===== config.mk =====
export PLATFORM = sky130hd
export DESIGN_NAME = dreq_fifo_bridge
export DESIGN_NICKNAME = d
export VERILOG_FILES = /design/src/rtl/dreq_pkg.sv /design/src/rtl/dreq_word_asm.sv /design/src/rtl/dreq_store.sv /design/src/rtl/dreq_ctl.sv /design/src/rtl/dreq_fifo_bridge.sv
export SDC_FILE = /design/constraint.sdc
export NUM_CORES = 1
export LEC_CHECK = 0
export ABC_AREA = 1
export BUFFER_PORTS_ARGS = -buffer_cell sky130_fd_sc_hd__buf_2
export CELL_PAD_IN_SITES_DETAIL_PLACEMENT = 1
export CELL_PAD_IN_SITES_GLOBAL_PLACEMENT = 2
export CORE_UTILIZATION = 30
export DETAILED_ROUTE_END_ITERATION = 8
export GPL_ROUTABILITY_DRIVEN = 0
export GPL_TIMING_DRIVEN = 0
export PLACE_DENSITY_LB_ADDON = 0.05
export SYNTH_ARGS = -nofsm -noshare
export SYNTH_HDL_FRONTEND = slang
export SYNTH_HIERARCHICAL = 1
export SYNTH_SLANG_ARGS = --single-unit

===== constraint.sdc =====
create_clock -name clk -period 7.7 [get_ports clk]
set_clock_uncertainty 0.1 [all_clocks]
set_input_delay 0 -clock clk [delete_from_list [all_inputs] [get_ports clk]]
set_output_delay 0 -clock clk [all_outputs]
set_load 0.03 [all_outputs]

===== src/rtl/dreq_pkg.sv =====
package dreq_pkg;
  typedef enum logic [2:0] {
    SEL_CTRL = 3'd0,
    SEL_LEN  = 3'd1,
    SEL_HI   = 3'd2,
    SEL_LO   = 3'd3,
    SEL_WORD = 3'd4
  } host_sel_e;
endpackage


===== src/rtl/dreq_word_asm.sv =====
module dreq_word_asm
  import dreq_pkg::*;
#(
  parameter int DW = 16
) (
  input  logic          clk,
  input  logic          rst_n,
  input  logic          we,
  input  logic [2:0]    sel,
  input  logic [DW-1:0] wdata,
  output logic          push_try,
  output logic [DW-1:0] push_word
);
  localparam int HB = DW / 2;

  logic [HB-1:0] hi_q;

  // high byte is staged, low byte completes the word and clears the stage
  always_ff @(posedge clk or negedge rst_n) begin
    if (!rst_n)                   hi_q <= '0;
    else if (we && sel == SEL_HI) hi_q <= wdata[HB-1:0];
    else if (we && sel == SEL_LO) hi_q <= '0;
  end

  assign push_try  = we && (sel == SEL_LO || sel == SEL_WORD);
  assign push_word = (sel == SEL_LO) ? {hi_q, wdata[HB-1:0]} : wdata;
endmodule


===== src/rtl/dreq_store.sv =====
module dreq_store #(
  parameter int DW    = 16,
  parameter int DEPTH = 8,
  parameter int CW    = 4
) (
  input  logic          clk,
  input  logic          rst_n,
  input  logic          wr_en,
  input  logic [DW-1:0] wr_data,
  input  logic          rd_en,
  input  logic [CW-1:0] level,
  output logic [DW-1:0] rd_data
);
  logic [DW-1:0] mem [DEPTH];
  logic [CW-1:0] widx;

  // a pop shifts the queue down first, so the new word lands one slot lower
  assign widx = level - (rd_en ? CW'(1) : CW'(0));

  for (genvar i = 0; i < DEPTH; i++) begin : g_slot
    logic [DW-1:0] shift_in;
    if (i < DEPTH - 1) begin : g_mid
      assign shift_in = mem[i+1];
    end else begin : g_top
      assign shift_in = mem[i];
    end
    always_ff @(posedge clk or negedge rst_n) begin
      if (!rst_n)                         mem[i] <= '0;
      else if (wr_en && widx == CW'(i))   mem[i] <= wr_data;
      else if (rd_en)                     mem[i] <= shift_in;
    end
  end

  // output word changes only on an effective pop
  always_ff @(posedge clk or negedge rst_n) begin
    if (!rst_n)     rd_data <= '0;
    else if (rd_en) rd_data <= mem[0];
  end
endmodule


===== src/rtl/dreq_ctl.sv =====
module dreq_ctl #(
  parameter int DEPTH     = 8,
  parameter int CW        = 4,
  parameter int LW        = 16,
  parameter int REQ_GROUP = 4
) (
  input  logic          clk,
  input  logic          rst_n,
  input  logic          ctl_wr,
  input  logic          ctl_bit,
  input  logic          len_wr,
  input  logic [LW-1:0] len_data,
  input  logic          push_try,
  input  logic          pop_req,
  output logic          push_ok,
  output logic          pop_ok,
  output logic          drop_evt,
  output logic [CW-1:0] level,
  output logic          full,
  output logic          enable,
  output logic [LW-1:0] len,
  output logic          req,
  output logic          ovf
);
  function automatic logic [LW-1:0] len_mask(input logic [LW-1:0] d);
    return {d[LW-1:2], 2'b00};
  endfunction

  function automatic logic group_hit(input logic [CW-1:0] lvl);
    return (lvl != '0) && ((int'(lvl) % REQ_GROUP) == 0);
  endfunction

  logic          clr;
  logic          at_depth;
  logic [CW-1:0] level_nx;
  logic [LW-1:0] len_dec;

  assign clr      = ctl_wr && !ctl_bit;
  assign at_depth = (level == CW'(DEPTH));
  assign push_ok  = push_try && enable && !at_depth;
  assign drop_evt = push_try && enable && at_depth;
  assign pop_ok   = pop_req && (level != '0) && !clr;
  assign level_nx = level + (push_ok ? CW'(1) : CW'(0)) - (pop_ok ? CW'(1) : CW'(0));
  assign len_dec  = len - LW'(1);

  always_ff @(posedge clk or negedge rst_n) begin
    if (!rst_n) begin
      level  <= '0;
      full   <= 1'b0;
      enable <= 1'b0;
      req    <= 1'b0;
      ovf    <= 1'b0;
    end else if (clr) begin
      level  <= '0;
      full   <= 1'b0;
      enable <= 1'b0;
      req    <= 1'b0;
      ovf    <= 1'b0;
    end else begin
      level <= level_nx;
      full  <= (level_nx == CW'(DEPTH));
      req   <= push_ok && group_hit(level_nx);
      ovf   <= ovf || drop_evt;
      if (ctl_wr)                           enable <= 1'b1;
      else if (push_ok && len_dec == '0)    enable <= 1'b0;
    end
  end

  always_ff @(posedge clk or negedge rst_n) begin
    if (!rst_n)       len <= '0;
    else if (len_wr)  len <= len_mask(len_data);
    else if (push_ok) len <= len_dec;
  end
endmodule


===== src/rtl/dreq_fifo_bridge.sv =====
module dreq_fifo_bridge
  import dreq_pkg::*;
#(
  parameter int DW        = 16,
  parameter int DEPTH     = 8,
  parameter int REQ_GROUP = 4,
  parameter int CW        = $clog2(DEPTH + 1)
) (
  input  logic          clk,
  input  logic          rst_n,
  input  logic          host_we,
  input  logic [2:0]    host_sel,
  input  logic [DW-1:0] host_wdata,
  input  logic          pop_req,
  output logic [DW-1:0] pop_data,
  output logic [CW-1:0] fifo_level,
  output logic          fifo_full,
  output logic          xfer_enable,
  output logic [DW-1:0] xfer_len,
  output logic          dma_req,
  output logic          overflow
);
  logic          push_try;
  logic          push_ok;
  logic          pop_ok;
  logic          drop_evt;
  logic [DW-1:0] push_word;
  logic          ctl_wr;
  logic          len_wr;

  assign ctl_wr = host_we && host_sel == SEL_CTRL;
  assign len_wr = host_we && host_sel == SEL_LEN;

  dreq_word_asm #(.DW(DW)) u_asm (
    .clk(clk), .rst_n(rst_n), .we(host_we), .sel(host_sel),
    .wdata(host_wdata), .push_try(push_try), .push_word(push_word)
  );

  dreq_ctl #(.DEPTH(DEPTH), .CW(CW), .LW(DW), .REQ_GROUP(REQ_GROUP)) u_ctl (
    .clk(clk), .rst_n(rst_n), .ctl_wr(ctl_wr), .ctl_bit(host_wdata[0]),
    .len_wr(len_wr), .len_data(host_wdata), .push_try(push_try),
    .pop_req(pop_req), .push_ok(push_ok), .pop_ok(pop_ok),
    .drop_evt(drop_evt), .level(fifo_level), .full(fifo_full),
    .enable(xfer_enable), .len(xfer_len), .req(dma_req), .ovf(overflow)
  );

  dreq_store #(.DW(DW), .DEPTH(DEPTH), .CW(CW)) u_store (
    .clk(clk), .rst_n(rst_n), .wr_en(push_ok), .wr_data(push_word),
    .rd_en(pop_ok), .level(fifo_level), .rd_data(pop_data)
  );
endmodule


==> results of run 1 <==
[worst max-delay path: cells and delay by family]
| family | cells | cell delay (ns) |
|---|---|---|
| adders and majority gates | 2 | 0.61 |
| buffers and inverters | 6 | 1.51 |
| AOI/OAI and AO/OA | 1 | 0.10 |
| and+or+nand+nor | 9 | 1.51 |
[kinds of logic (layout without fill, tap and decap cells)]
family          count (synthesis)  after routing  share of synthesized area [%]
simple gates                  967            967                           43.8
flops                         176            176                           45.3
compound gates                 28             28                           1.65
buf+inv                       155            276                           6.99
xor+xnor                        8              8                          0.721
fa+ha+maj                      11             11                           1.49
[worst min path at each step]
stage | startpoint | end | slack, ns | cells after the start
floorplan | rst_n | u_asm/hi_q[0]$_DFFE_PN0P_ | -0.40 | 0
global placement | host_wdata[14] | u_ctl/len[14]$_DFFE_PN0P_ | 0.15 | 3
detailed placement | rst_n | u_store/rd_data[7]$_DFFE_PN0P_ | 0.03 | 1
CTS | host_sel[1] | u_asm/hi_q[0]$_DFFE_PN0P_ | 0.04 | 4
global route | host_sel[1] | u_asm/hi_q[0]$_DFFE_PN0P_ | 0.08 | 4
finish | host_sel[0] | u_ctl/level[0]$_DFF_PN0_ | 0.06 | 7
[registers in the layout (all words and copies together), names as in the netlist]
name                     flops
u_ctl/enable                 1
u_ctl/ovf                    1
u_store/rd_data             16
u_ctl/level                  4
u_ctl/req                    1
u_ctl/full                   1
u_store/mem                 16
u_ctl/len                   16
u_asm/hi_q                   8
u_store/g_slot.shift_in    112
[through the flow]
| stage | setup WS, ns | power (mW) | cell area [um^2] | instances |
|---|---|---|---|---|
| final | 4.21 | 4.07 | 11400 | 1868 |
| after detailed placement | 4.26 | 3.21 | 10600 | 1810 |
| after floorplan | 4.85 | 2.64 | 9720 | 1345 |
| after global placement | 3.28 | 3.17 | 10500 | 1809 |
| after CTS | 4.20 | 4.12 | 11400 | 1868 |
| after global routing | 3.82 | 4.39 | 11400 | 1868 |
[where the power goes]
part	total [mW]	switching, mW	internal [mW]	leakage, nW
combinational	1.65	1.17	0.485	3.59
clock	0.884	0.399	0.485	0.262
sequential	1.54	0.255	1.28	2.40
total	4.07	1.82	2.25	6.25
[Yosys cell counts, types with 2 or more instances]
library cell,number
nand3b_1,6
nand4_1,124
xnor2_1,3
nand2_2,4
buf_4,11
clkbuf_1,43
dfrtp_1,176
ha_1,10
buf_2,45
nor2_1,34
inv_2,2
o21ai_0,17
buf_1,2
nand3_1,139
nor2_2,8
o211ai_1,5
nand2_1,640
inv_1,52
xor2_1,5
nor2_4,4
nand4_2,5
[per-layer routing]
metal | vias up | share of wire [%] | track usage, %
met5 | - | 0 | 0
met2 | 104 | 48 | 38.0
met3 | 27 | 2.2 | 2.93
met4 | 0 | 1.4 | 5.88
met1 | 4718 | 48 | 30.9
li1 | 4597 | - | -
[layout make-up]
class	count	area, um^2	area share (%)
inverter	54	203	1.78
clock inverter	10	113	0.988
sequential	176	4400	38.6
timing repair buffer	89	608	5.33
tap	402	503	4.41
multi-input combinational	1014	4640	40.7
clock buffer	22	454	3.98
buffer	101	477	4.18
[placed cells by master (no fill, tap or decap), types with 26 or more instances in the layout]
cell           synthesis  final
buf_2                 45    106
clkbuf_1              43     47
dfrtp_1              176    176
dlygate4sd3_1          0     26
inv_1                 52     52
nand2_1              640    640
nand3_1              139    139
nand4_1              124    124
nor2_1                34     34
==> flow_metrics.tcl, run 1 <==
set metrics [dict create \
    status "completed" \
    period_share_pct 45.3 \
    drive_gt1_share_pct 11.7 \
    drt_wl_total_mm 35.7 \
    rrSetupSlack_ns 4.36 \
    row_count 65 \
    start_util_pct 30.7 \
    powerDensity_nw_per_um2 357 \
    cp.arrival_ns 3.73 \
    synth_cell_types 31 \
    hold_buffers 26 \
    cts_sinks 176 \
    antenna_found_initial 0 \
    synth_top_area_share_pct 45.3 \
    worst_pin_slew_ns 0.890 \
    postCtsSetupRepairBufs 0 \
    cts_tree "built" \
    cp.required_ns 7.94 \
    avgSynthCellArea_um2 7.23 \
    slowest_stage "dlygate4sd3_1" \
    async_reset_ff_share_pct 100 \
    period_needed_ns 3.49 \
    start_kind "input pin" \
    grt_use_total_pct 22.7 \
    setup_viol 0 \
    ys_ff_latch 176 \
    fmax_ghz 0.286 \
    area_growth_pct 17.3 \
    hold_violations 0 \
    die_y_um 182 \
    synth_cells 1345 \
    setup_tns_ns 0 \
    worstPathMaxFanout 10 \
    wl_per_cell_um 19.1 \
    startpoint "host_sel[2]" \
    hold_class "input pin to flip-flop" \
    r2r_end "u_store/g_slot[2].shift_in[7]$_DFFE_PN0P_" \
    cts.path.max_buffers 2 \
    yosys-top-cells-area "dfrtp_1 (45%), nand2_1 (25%), nand4_1 (8.0%), nand3_1 (7.2%), buf_2 (2.3%)" \
    dieArea_um2 33100 \
    clk-insertion-delay-late_ns 0.45 \
    fillCellCount 3941 \
    overflow 0 \
    power.leakage_nw 6.25 \
    slew_violations 0 \
    ys_seq_area_share_pct 45.3 \
    yosys_warnings 6 \
    grt_first_pass_wirelength_mm 57.3 \
    timing.slew.headroom_pct 40.6 \
    synth_flop_cell "dfrtp_1" \
    grt_max_degree 106 \
    dp_hpwl_mm 25.5 \
    clock-root-buffer "clkbuf_16" \
    synth-edff-count 0 \
    holdWs_ns 0.0575 \
    drt_iter0_drc 538 \
    r2r-start "u_ctl/level[2]$_DFF_PN0_" \
    rsz0062_at_grt "false" \
    yosys.area.top_type "dfrtp_1" \
    max-cap-violations 0 \
    firstDrtPassIters 4 \
    vias_per_cell 5.06 \
    nets 1487 \
    ir_worst_vdd_mv 0.166 \
    ant_nets 0 \
    clkSlewWorstSetupHoldPaths_ns 0.07 \
    crit_path_end_kind "flip-flop" \
    critPathMaxStageDelay_ns 0.54 \
    ff2ff_path_depth 13 \
    first_global_vias 9927 \
    crit_chain "dlygate4sd3_1 -> buf_2 -> inv_1 -> nand2_1 -> nor2_1 -> inv_1 -> nor2_1 -> inv_1 -> nand2_1 -> a31oi_1 -> ha_1 -> ha_1 -> nand2_1 -> nor2_2 -> clkbuf_1 -> nand4_1 -> nand2_1 -> nand2_1" \
    final_util_pct 35.9 \
    ioPinCount 63 \
    htree_levels 4 \
    cts_made_buffers 17 \
    via_count 9446 \
    die_w_um 182 \
    cpMostUsedCell "nand2_1" \
    post_cts_resized 0 \
    numPortBuffers 62 \
    synthesis.nets 1379 \
    syn_area_um2 9720 \
    endpoint "u_store/g_slot[0].shift_in[6]$_DFFE_PN0P_" \
    critical_path_class "input pin to flip-flop" \
    coreArea_um2 31700 \
    drc 0 \
    antenna_cells 0 \
]
Power figures use the tool's default switching activity.
==> run 2, diff against run 1 <==
==> constraint.sdc (replaced) <==
create_clock -name clk -period 3.6 [get_ports clk]
set_clock_uncertainty 0.1 [all_clocks]
set_input_delay 0 -clock clk [delete_from_list [all_inputs] [get_ports clk]]
set_output_delay 0 -clock clk [all_outputs]
set_load 0.03 [all_outputs]
==> run 2 against run 1 <==
  * Global-route usage did not move
  * Wire length rose by 0.16%
  * Non-clock buffer count did not move
  * Worst setup slack got worse by 3.8 ns
  * Worst hold slack got worse by 0.022 ns
  * Clock power rose by 110%
  * Core utilization rose by 0.051 points
  * Sequential power rose by 110%
  * Critical path depth fell by 6
  * Critical endpoint is now u_store/g_slot[2].shift_in[7]$_DFFE_PN0P_
  * Largest power group unchanged
==> flow_metrics.tcl, run 2 (synthesis results as in run 1) <==
set metrics [dict create \
    status "completed" \
    slew_violations 0 \
    r2r_end "u_store/g_slot[2].shift_in[7]$_DFFE_PN0P_" \
    start_kind "flip-flop" \
    hold_class "input pin to flip-flop" \
    comb_power_share_pct 40.7 \
    postCtsSetupRepairBufs 0 \
    cp.arrival_ns 3.46 \
    grt_first_pass_wirelength_mm 57.3 \
    cts_made_buffers 17 \
    hold_depth 7 \
    clock-root-buffer "clkbuf_16" \
    dp_hpwl_mm 25.5 \
    setup_viol 0 \
    drt_wl_total_mm 35.7 \
    startpoint "u_ctl/level[2]$_DFF_PN0_" \
    drc 0 \
    p_int_mw 4.81 \
    row_count 65 \
    start_util_pct 30.7 \
    nets 1487 \
    p_total_mw 8.72 \
    ant_nets 0 \
    power.switching_mw 3.91 \
    timing.slew.headroom_pct 40.6 \
    grt_use_total_pct 22.7 \
    wl_per_cell_um 19.1 \
    final_cell_mix "nand2_1 (640), dfrtp_1 (176), nand3_1 (139)" \
    worstPathMaxFanout 10 \
    period_needed_ns 3.23 \
    ff2ff_path_depth 12 \
    endpoint "u_store/g_slot[2].shift_in[7]$_DFFE_PN0P_" \
    rsz0062_at_grt "false" \
    first_global_vias 9927 \
    wl_met1_mm 17.2 \
    p_clk_share_pct 21.7 \
    clkSlewWorstSetupHoldPaths_ns 0.07 \
    cts_tree "built" \
    max-cap-violations 0 \
    holdWs_ns 0.0350 \
    numPortBuffers 62 \
    hold_violations 0 \
    hold_start "host_sel[0]" \
    cts.path.max_buffers 2 \
    die_y_um 182 \
    area_growth_pct 17.4 \
    cp.required_ns 3.83 \
    power.leakage_nw 6.26 \
    cts_sinks 176 \
    overflow 0 \
    met3_wirelength_um 754 \
    largest_reg_flops 112 \
    fmax_ghz 0.310 \
    setup_tns_ns 0 \
    antenna_found_initial 0 \
    vias_per_cell 5.06 \
    crit_path_end_kind "flip-flop" \
    die_w_um 182 \
    critical_path_class "flip-flop to flip-flop" \
    antenna_cells 0 \
    period_share_pct 89.7 \
    via_count 9452 \
    htree_levels 4 \
    dieArea_um2 33100 \
    ioPinCount 63 \
    p_seq_share_pct 37.7 \
    worst_pin_slew_ns 0.891 \
    drive_gt1_share_pct 12.0 \
    setup_slack_ns 0.371 \
    clk-insertion-delay-late_ns 0.45 \
    dpl-instance-area_um2 10600 \
    dp.cells 1810 \
    firstDrtPassIters 4 \
    dp_slack_ns 0.158 \
    grt_max_degree 106 \
    coreArea_um2 31700 \
    routed.top_layer "met4" \
    rrSetupSlack_ns 0.37 \
    netSwitchingFraction_pct 44.8 \
    final_area_um2 11400 \
    ir_worst_vdd_mv 0.355 \
    final_common_cell "nand2_1" \
    final_util_pct 36.0 \
    route.met2.wl_mm 17.3 \
    r2r-start "u_ctl/level[2]$_DFF_PN0_" \
    powerDensity_nw_per_um2 764 \
    drt_iter0_drc 550 \
    layoutNonFillerInstCount 1868 \
]
[run 2: cell type report]
type / instances / area, um^2
fill: 3945 / 20300
timing repair buffer: 89 / 608
buffer: 101 / 480
clock buffer: 22 / 454
inverter: 54 / 203
multi-input combinational: 1014 / 4650
tap: 402 / 503
clock inverter: 10 / 113
sequential: 176 / 4400
[run 2: worst min path at each step]
stage / to
2_1_floorplan: u_asm/hi_q[0]$_DFFE_PN0P_
3_3_place_gp: u_ctl/len[14]$_DFFE_PN0P_
3_5_place_dp: u_store/rd_data[7]$_DFFE_PN0P_
4_1_cts: u_asm/hi_q[0]$_DFFE_PN0P_
5_1_grt: u_asm/hi_q[0]$_DFFE_PN0P_
6_report: u_ctl/level[0]$_DFF_PN0_
[run 2: routing by layer]
metal / vias up / track usage [%]
li1: 4601 / -
met1: 4731 / 30.9
met2: 93 / 38.0
met3: 27 / 2.93
met4: 0 / 5.88
met5: - / 0
[run 2: power by group through the flow]
stage	Sequential [mW]	Clock, mW	Combinational [mW]
global placement	3.31	0	3.47
floorplan	3.55	0	2.10
CTS	3.30	1.95	3.57
detailed placement	3.32	0	3.54
global route	3.39	2.01	3.99
finish	3.28	1.89	3.55
[run 2: worst max-delay path, stage by stage, from the launching register on]
cell	delay (ns)
dfrtp_1	0.48
inv_1	0.13
ha_1	0.21
a31oi_1	0.38
ha_1	0.33
ha_1	0.27
inv_1	0.06
nand2_1	0.12
nor2_4	0.24
clkbuf_1	0.41
nand4_1	0.15
nand2_1	0.16
nand2_1	0.06
[run 2: timing repair]
| action | in CTS | in global routing |
|---|---|---|
| endpoints found under the hold margin | 133 | 0 |
| hold buffers | 26 | 0 |
| endpoints found under the setup margin | 0 | 89 |
| resized for setup | 0 | 9 |
==> run 3, diff against run 2 <==
--- a/config.mk
+++ b/config.mk
@@ -9,6 +9,7 @@
 export BUFFER_PORTS_ARGS = -buffer_cell sky130_fd_sc_hd__buf_2
 export CELL_PAD_IN_SITES_DETAIL_PLACEMENT = 1
 export CELL_PAD_IN_SITES_GLOBAL_PLACEMENT = 2
+export CORE_ASPECT_RATIO = 1.5
 export CORE_UTILIZATION = 30
 export DETAILED_ROUTE_END_ITERATION = 8
 export GPL_ROUTABILITY_DRIVEN = 0
==> run 3 against run 2 <==
  * The flow now finishes with violations (negative hold slack)
  * Critical endpoint is now u_store/g_slot[2].shift_in[5]$_DFFE_PN0P_
  * Critical path type is now input pin to flip-flop
  * Core utilization up 0.085 points
  * Clock power about the same
  * Critical path depth up 7
  * Worst hold slack worse by 0.041 ns
  * Die area about the same
==> flow_metrics.tcl, run 3 (synthesis results as in run 1) <==
set metrics [dict create \
    hold_violations 8 \
    dpl-instance-area_um2 10600 \
    drive_gt1_share_pct 12.3 \
    numPortBuffers 62 \
    start_util_pct 30.5 \
    r2r-start "u_ctl/level[2]$_DFF_PN0_" \
    final_area_um2 11500 \
    final_cell_mix "nand2_1 (640), dfrtp_1 (176), nand3_1 (139)" \
    period_needed_ns 3.28 \
    status "complete, but fails checks" \
    die_w_um 149 \
    wl_per_cell_um 19.2 \
    postCtsSetupRepairBufs 0 \
    setup_viol 0 \
    ir_worst_vdd_mv 0.345 \
    max-cap-violations 0 \
    powerDensity_nw_per_um2 760 \
    worst_pin_slew_ns 0.833 \
    drt_iter0_drc 380 \
    clock-root-buffer "clkbuf_16" \
    clkSlewWorstSetupHoldPaths_ns 0.08 \
    violations "negative hold slack" \
    period_share_pct 91.2 \
    cts_tree "built" \
    critical_path_class "input pin to flip-flop" \
    first_global_vias 10200 \
    grt_first_pass_wirelength_mm 58.3 \
    cp.arrival_ns 3.52 \
    dieArea_um2 33100 \
    cts_made_buffers 17 \
    firstDrtPassIters 4 \
    rsz0062_at_grt "false" \
    power.leakage_nw 6.30 \
    cts.path.max_buffers 2 \
    htree_levels 4 \
    dp_slack_ns 0.123 \
    layoutNonFillerInstCount 1880 \
    vias_per_cell 4.96 \
    nets 1491 \
    cts_sinks 176 \
    overflow 0 \
    slew_violations 0 \
    row_count 80 \
    dp_hpwl_mm 26.3 \
    via_count 9328 \
    fillCellCount 4001 \
    area_growth_pct 18.1 \
    antenna_found_initial 0 \
    cp.required_ns 3.84 \
    die_y_um 222 \
    hold_class "input pin to asynchronous set/reset pin" \
    final_common_cell "nand2_1" \
    ant_nets 0 \
    clk-insertion-delay-late_ns 0.46 \
    worstPathMaxFanout 10 \
    drt_wl_total_mm 36.0 \
    holdWs_ns -0.00621 \
    grt_max_degree 110 \
    drc 0 \
    final_util_pct 36.1 \
    dp.cells 1818 \
    setup_tns_ns 0 \
    setup_slack_ns 0.318 \
    crit_path_end_kind "flip-flop" \
    largest_reg_flops 112 \
    start_kind "input pin" \
    coreArea_um2 31800 \
    grt_use_total_pct 23.2 \
    timing.slew.headroom_pct 44.4 \
    ioPinCount 63 \
    startpoint "host_sel[2]" \
    antenna_cells 0 \
    fmax_ghz 0.305 \
]
run 3: power breakdown:
| part | internal [mW] | switching [mW] | leakage [nW] |
|---|---|---|---|
| sequential | 2.74 | 0.551 | 2.40 |
| clock | 0.933 | 0.948 | 0.289 |
| combinational | 1.04 | 2.52 | 3.61 |
run 3: area by class of cell:
cell class | instances | area [um^2] | share of cell area (%)
inverter | 54 | 203 | 1.77
clock buffer | 17 | 425 | 3.70
buffer | 101 | 483 | 4.21
timing repair buffer | 93 | 648 | 5.64
tap | 410 | 513 | 4.47
sequential | 176 | 4400 | 38.4
multi-input combinational | 1014 | 4650 | 40.5
clock inverter | 15 | 159 | 1.38
run 3: timing repair:
item,4_1_cts,5_1_grt
gates resized for setup,0,11
setup endpoints to repair,0,80
hold buffers,30,0
hold endpoints to repair,108,0
run 3: final timing paths:
kind                       slack (ns)  depth (start not counted)                                   endpoint
setup / recovery                 0.32                         19  u_store/g_slot[2].shift_in[5]$_DFFE_PN0P_
hold / removal                 -0.006                          2             u_store/rd_data[9]$_DFFE_PN0P_
setup reg to reg                 0.34                         12  u_store/g_slot[2].shift_in[5]$_DFFE_PN0P_
hold reg to reg                  0.37                          2            u_store/rd_data[12]$_DFFE_PN0P_
max in group asynchronous        2.41                          3  u_store/g_slot[5].shift_in[4]$_DFFE_PN0P_
min in group clk                 0.07                          7                   u_ctl/level[1]$_DFF_PN0_
run 3: per-stage QoR:
stage | total power [mW] | hold WS, ns
5_1_grt | 9.41 | 0.0222
3_5_place_dp | 6.90 | -0.0911
3_3_place_gp | 6.81 | 0.164
2_1_floorplan | 5.65 | -0.396
6_report | 8.72 | -0.00621
4_1_cts | 8.86 | 0.000214
run 3: worst max-delay path, stage by stage:
cell,delay [ns]
dlygate4sd3_1,0.54
buf_2,0.16
inv_1,0.06
nand2_1,0.06
nor2_1,0.15
inv_1,0.07
nor2_1,0.31
inv_1,0.14
nand2_1,0.09
a31oi_1,0.10
ha_1,0.30
ha_1,0.30
inv_1,0.06
nand2_1,0.12
nor2_4,0.26
nand4_1,0.32
buf_2,0.30
nand3_1,0.09
nand2_1,0.06
run 3: per-layer routing:
metal / vias up / global-route usage (%) / share of wire, %
met5: - / 0 / 0
met1: 4575 / 27.7 / 43
met4: 0 / 7.74 / 2.4
met3: 36 / 2.73 / 1.8
met2: 108 / 42.4 / 53
li1: 4609 / - / -
